[src/rtl/isort_pkg.sv]
package isort_pkg;

    // Occupancy of one slot of the sorting chain
    typedef enum logic {
        SLOT_EMPTY = 1'b0,
        SLOT_HELD  = 1'b1
    } slot_state_e;

endpackage

[src/rtl/isort_ctrl.sv]
module isort_ctrl (
    input  logic ins_valid,
    input  logic shift_up,
    output logic ins_en,
    output logic shift_en
);
    // Shift-up has priority: a colliding insert is discarded
    always_comb begin
        shift_en = shift_up;
        ins_en   = ins_valid & ~shift_up;
    end
endmodule

[src/rtl/isort_slot.sv]
module isort_slot
    import isort_pkg::*;
#(
    parameter int DATA_WIDTH = 16
) (
    input  logic                  clk,
    input  logic                  rst_n,
    input  logic                  ins_en,
    input  logic                  shift_en,
    input  logic [DATA_WIDTH-1:0] new_word,
    input  logic                  prev_held,
    input  logic                  prev_push,
    input  logic [DATA_WIDTH-1:0] prev_word,
    input  logic                  next_held,
    input  logic [DATA_WIDTH-1:0] next_word,
    output logic                  held,
    output logic [DATA_WIDTH-1:0] word,
    output logic                  push
);
    typedef struct packed {
        slot_state_e           st;
        logic [DATA_WIDTH-1:0] val;
    } slot_t;

    slot_t slot_d, slot_q;
    logic  fits;
    logic  is_held;

    always_comb begin
        is_held = (slot_q.st == SLOT_HELD);
        fits    = !is_held || (new_word < slot_q.val);
        push    = fits && is_held;

        slot_d = slot_q;
        if (shift_en) begin
            slot_d.val = next_word;
            slot_d.st  = next_held ? SLOT_HELD : SLOT_EMPTY;
        end else if (ins_en) begin
            if (prev_push) begin
                // lower neighbour hands its word up to this slot
                slot_d.val = prev_word;
                slot_d.st  = SLOT_HELD;
            end else if (is_held && fits) begin
                // new word belongs here; own word moves on
                slot_d.val = new_word;
            end else if (!is_held && prev_held) begin
                // first free slot after all smaller words
                slot_d.val = new_word;
                slot_d.st  = SLOT_HELD;
            end
        end
    end

    always_ff @(posedge clk or negedge rst_n) begin
        if (!rst_n) begin
            slot_q.st  <= SLOT_EMPTY;
            slot_q.val <= '0;
        end else begin
            slot_q <= slot_d;
        end
    end

    assign held = is_held;
    assign word = slot_q.val;
endmodule

[src/rtl/isort_array.sv]
module isort_array
    import isort_pkg::*;
#(
    parameter int DATA_WIDTH = 16,
    parameter int SIZE       = 8
) (
    input  logic                  clk,
    input  logic                  rst_n,
    input  logic                  ins_valid,
    input  logic [DATA_WIDTH-1:0] ins_word,
    input  logic                  shift_up,
    output logic [DATA_WIDTH-1:0] head_word,
    output logic                  head_valid,
    output logic [SIZE-1:0]       slot_valid,
    output logic                  full
);
    localparam int FLAT_W = SIZE * DATA_WIDTH;

    logic                  ins_en;
    logic                  shift_en;
    logic                  held_w  [SIZE];
    logic                  push_w  [SIZE];
    logic [DATA_WIDTH-1:0] word_w  [SIZE];
    logic [FLAT_W-1:0]     words_flat;

    isort_ctrl u_ctrl (
        .ins_valid (ins_valid),
        .shift_up  (shift_up),
        .ins_en    (ins_en),
        .shift_en  (shift_en)
    );

    for (genvar i = 0; i < SIZE; i++) begin : g_slot
        logic                  p_held;
        logic                  p_push;
        logic [DATA_WIDTH-1:0] p_word;
        logic                  n_held;
        logic [DATA_WIDTH-1:0] n_word;

        if (i == 0) begin : g_head
            // missing lower neighbour: occupied, never pushing
            assign p_held = 1'b1;
            assign p_push = 1'b0;
            assign p_word = ins_word;
        end else begin : g_body
            assign p_held = held_w[i-1];
            assign p_push = push_w[i-1];
            assign p_word = word_w[i-1];
        end

        if (i == SIZE - 1) begin : g_tail
            assign n_held = 1'b0;
            assign n_word = '0;
        end else begin : g_mid
            assign n_held = held_w[i+1];
            assign n_word = word_w[i+1];
        end

        isort_slot #(.DATA_WIDTH(DATA_WIDTH)) u_slot (
            .clk       (clk),
            .rst_n     (rst_n),
            .ins_en    (ins_en),
            .shift_en  (shift_en),
            .new_word  (ins_word),
            .prev_held (p_held),
            .prev_push (p_push),
            .prev_word (p_word),
            .next_held (n_held),
            .next_word (n_word),
            .held      (held_w[i]),
            .word      (word_w[i]),
            .push      (push_w[i])
        );

        assign slot_valid[i] = held_w[i];
        assign words_flat[i*DATA_WIDTH +: DATA_WIDTH] = word_w[i];
    end

    assign head_word  = word_w[0];
    assign head_valid = held_w[0];
    assign full       = &slot_valid;
endmodule

[config.mk]
export PLATFORM = sky130hd
export DESIGN_NAME = isort_array
export DESIGN_NICKNAME = d
export VERILOG_FILES = /design/src/rtl/isort_pkg.sv /design/src/rtl/isort_ctrl.sv /design/src/rtl/isort_slot.sv /design/src/rtl/isort_array.sv
export SDC_FILE = /design/constraint.sdc
export NUM_CORES = 1
export LEC_CHECK = 0
export BUFFER_PORTS_ARGS = -buffer_cell sky130_fd_sc_hd__buf_2
export CORE_MARGIN = 2
export CORE_UTILIZATION = 30
export DETAILED_ROUTE_END_ITERATION = 8
export PLACE_DENSITY_LB_ADDON = 0.1
export RECOVER_POWER = 100
export SLEW_MARGIN = 20
export SYNTH_ARGS = -nofsm -noshare
export SYNTH_HDL_FRONTEND = slang
export SYNTH_HIERARCHICAL = 1
export SYNTH_SLANG_ARGS = --single-unit
[constraint.sdc]
create_clock -name clk -period 3.2 [get_ports clk]
set_input_delay 0.32 -clock clk [delete_from_list [all_inputs] [get_ports clk]]
set_output_delay 0.32 -clock clk [all_outputs]
set_load 0.005 [all_outputs]
==> out/results.txt <==
The run finished, with violations left. The final reports fail on capacitance limit, slew limit. The global-route met3 utilization was 0.0219; the iteration count of the initial detailed-routing pass was 5. For the combined area of the multi-input logic cells, the log shows 6910 µm². 46 I/O pins were placed. TritonCTS built the clock tree. Chip width: 197 µm.

Hold is met by 0.317 ns. The number of antenna diodes in the final layout is 0. For this design, the sink count on the clock tree is 136. For the source-to-sink clock delay at the later pin of the worst-skew pair, the log shows 0.43 ns.

For the pin with the worst max-slew slack, the measured transition is 1.69 ns. The number of remaining DRC errors was 0; the clock slew seen by the registers of the worst setup and hold paths was 0.07 ns. Starting density of the core: 0.304. The number of placed instances, taps included, is 1710. Placeable core area: 36600 µm². STA classifies the critical path endpoint as a flip-flop.

The critical path is of the flip-flop to flip-flop type. Total power consumption of the routed design: 10.3 mW. The worst setup path is launched from a flip-flop. The run gives 0 as the number of buffers added for setup after CTS. CTS built an H-tree with a depth of 4. Counting instances, the worst hold path has a depth of 2. In this run the deepest clock path goes through 2 buffers. The tools report the number of filler instances in the final layout as 3878.

The worst IR drop on VDD was 0.410 mV. The global-route wire length before repair was 51800 µm. The worst reg2reg path depth was 11. The logs give 0.249 for the fraction of met1 tracks used by global routing and 383 for the number of design-rule violations left by the first detailed-router iteration. Entering global routing, the biggest net connects 96 pins. The max-slew violation count was 62. The end of the critical path was g_slot[4].u_slot/word[6]$_DFFE_PN0P_.

The run gives 0.172 as the global routing usage summed across all routing layers. The Yosys step of the flow raised 6 warnings. Summed over all layers, the routed wires come to 32300 µm.

The cell sitting at the root of the clock tree is a clkbuf_16. The kind of path behind the tightest hold check was input port to flip-flop. Startpoint of the most critical register-to-register path: g_slot[3].u_slot/word[11]$_DFFE_PN0P_. The ratio of final minimum period to clock period came out at 0.919. Dividing the synthesized area by the synthesized cell count gives 9.23 µm².

Across the whole layout, storage elements account for 3400 µm². The height of the chip is 197 µm. The initialized floorplan defines 70 standard-cell rows. Counting the buffers created by CTS gives 17. The routing layer with the top usage in global route was met2. The initial antenna violation count is 0. Along the worst path, the maximum fanout reaches 8. The summed negative setup slack over all endpoints came out at 0 ns. The setup slack after layout was 0.259 ns. The proportion of layout cells with a drive suffix above 1 was 0.0958. The number of failing setup endpoints in the final timing report was 0.

The top achievable clock speed is 340 MHz, and the synthesis-to-finish area growth is 12.5%. In this run the remaining antenna-violating nets after routing total 0. The logs give 1 for the total of max-cap violations and 1206 for the synthesized instance count.

The end-of-flow core utilization was 0.342; the headroom to the max-slew limit was -0.127. The clock skew was 0.0109 ns; the detailed placement HPWL was 23900 µm. The worst register-to-register path ends at g_slot[4].u_slot/word[6]$_DFFE_PN0P_.

The final cell count without fillers was 1742; the power density over the cells was 824 nW/µm². The netlist area before placement was 11100 µm²; the final-stage net count was 1402. The quantity of hold-fixing buffers added after cts is 1. For the via count of the first global-routing pass, the log shows 8801. At the worst endpoint, the arrival time is 3.29 ns. After detailed placement, the total cell area comes to 12000 µm².

The logs give 0.277 for the met2 layer usage reported by global route and 3.55 ns for the data required time at the worst endpoint. For the number of hold-slack violations in the final timing report, the log shows 0. After global routing the overflow that remains totals 0. The die covers 38600 µm². The count of buffers added on input and output ports is 45. The routability congestion estimate from global placement came out at 0.803. Summed over all cells, the static leakage comes to 5.97 nW. Dividing the detail-routed wire length by the instance count gives 18.5 µm. The logs give 0.26 ns for the register-to-register setup slack and 0.0271 ns for the worst slack at placement.

The count of vias placed by the detailed router is 8572, and the detail-routed via count per cell is 4.92. Setup repair after global routing left no endpoint under its margin. The critical path starts at g_slot[3].u_slot/word[11]$_DFFE_PN0P_.

The smallest clock period supported by the final layout is computed as 2.94 ns. In this run, post-CTS repair resized a total of 0 instances. The finished cells cover 12500 µm².
flip-flops by register name, indices dropped and copies added (netlist names):
name,cells
g_slot.u_slot/held,8
g_slot.u_slot/word,128
where the power goes:
part	total (mW)	internal [mW]	leakage (nW)	switching, mW
clock network	2.16	1.34	0.293	0.819
registers	3.41	2.52	1.65	0.887
logic	4.75	2.16	4.03	2.59
total	10.3	6.02	5.97	4.29
critical path, stage by stage, from the launching register on:
cell and delay, ns:
dfrtp_1 0.39, inv_1 0.08, ha_1 0.31, nand4_1 0.20, nor3_1 0.32, o211ai_1 0.26, and3b_1 0.27, a211oi_1 0.27
nor2_1 0.11, a31oi_4 0.20, buf_4 0.24, mux2i_1 0.21
placed cells by master (no fill, tap or decap), types with 2 or more instances in the layout:
cell and count:
dfrtp_1 136, inv_1 128, o21ai_0 40, a21o_1 8, nand2_1 16, o21a_1 8, and3b_1 7, nand3_1 8
clkbuf_2 7, mux2i_1 248, a2111o_1 8, a211oi_1 16, clkinvlp_4 2, buf_12 3, a31oi_1 9, clkinv_2 2
nor2_1 145, nand4_1 34, a31oi_4 7, nand2b_4 8, bufinv_16 4, nor2b_1 9, buf_4 26, a21oi_1 152
clkbuf_1 18, o21bai_1 8, clkbuf_8 3, o211ai_1 5, mux2_2 8, buf_2 31, nor3_1 8, conb_1 20
o211ai_2 3, clkbuf_16 17, ha_1 120
layer usage:
metal	vias to the layer above	part of all wire
met1	4073	0.52
li1	4366	-
met4	0	0.0088
met3	15	0.023
met5	-	0
met2	118	0.45
final cells by class:
class | instances | area share
clock inverter | 8 | 0.0116
timing repair buffer | 84 | 0.0423
tap | 468 | 0.0468
sequential | 136 | 0.272
clock buffer | 23 | 0.0374
multi-input combinational | 895 | 0.552
inverter | 128 | 0.0384
worst min-delay path by stage:
stage / end / start
finish: g_slot[4].u_slot/held$_DFFE_PN0P_ / shift_up
floorplan: g_slot[0].u_slot/held$_DFFE_PN0P_ / rst_n
global route: g_slot[4].u_slot/held$_DFFE_PN0P_ / shift_up
global placement: g_slot[0].u_slot/word[11]$_DFFE_PN0P_ / rst_n
detailed placement: g_slot[0].u_slot/word[11]$_DFFE_PN0P_ / rst_n
CTS: g_slot[4].u_slot/held$_DFFE_PN0P_ / shift_up
No activity file was read; power rests on OpenSTA's default activity.
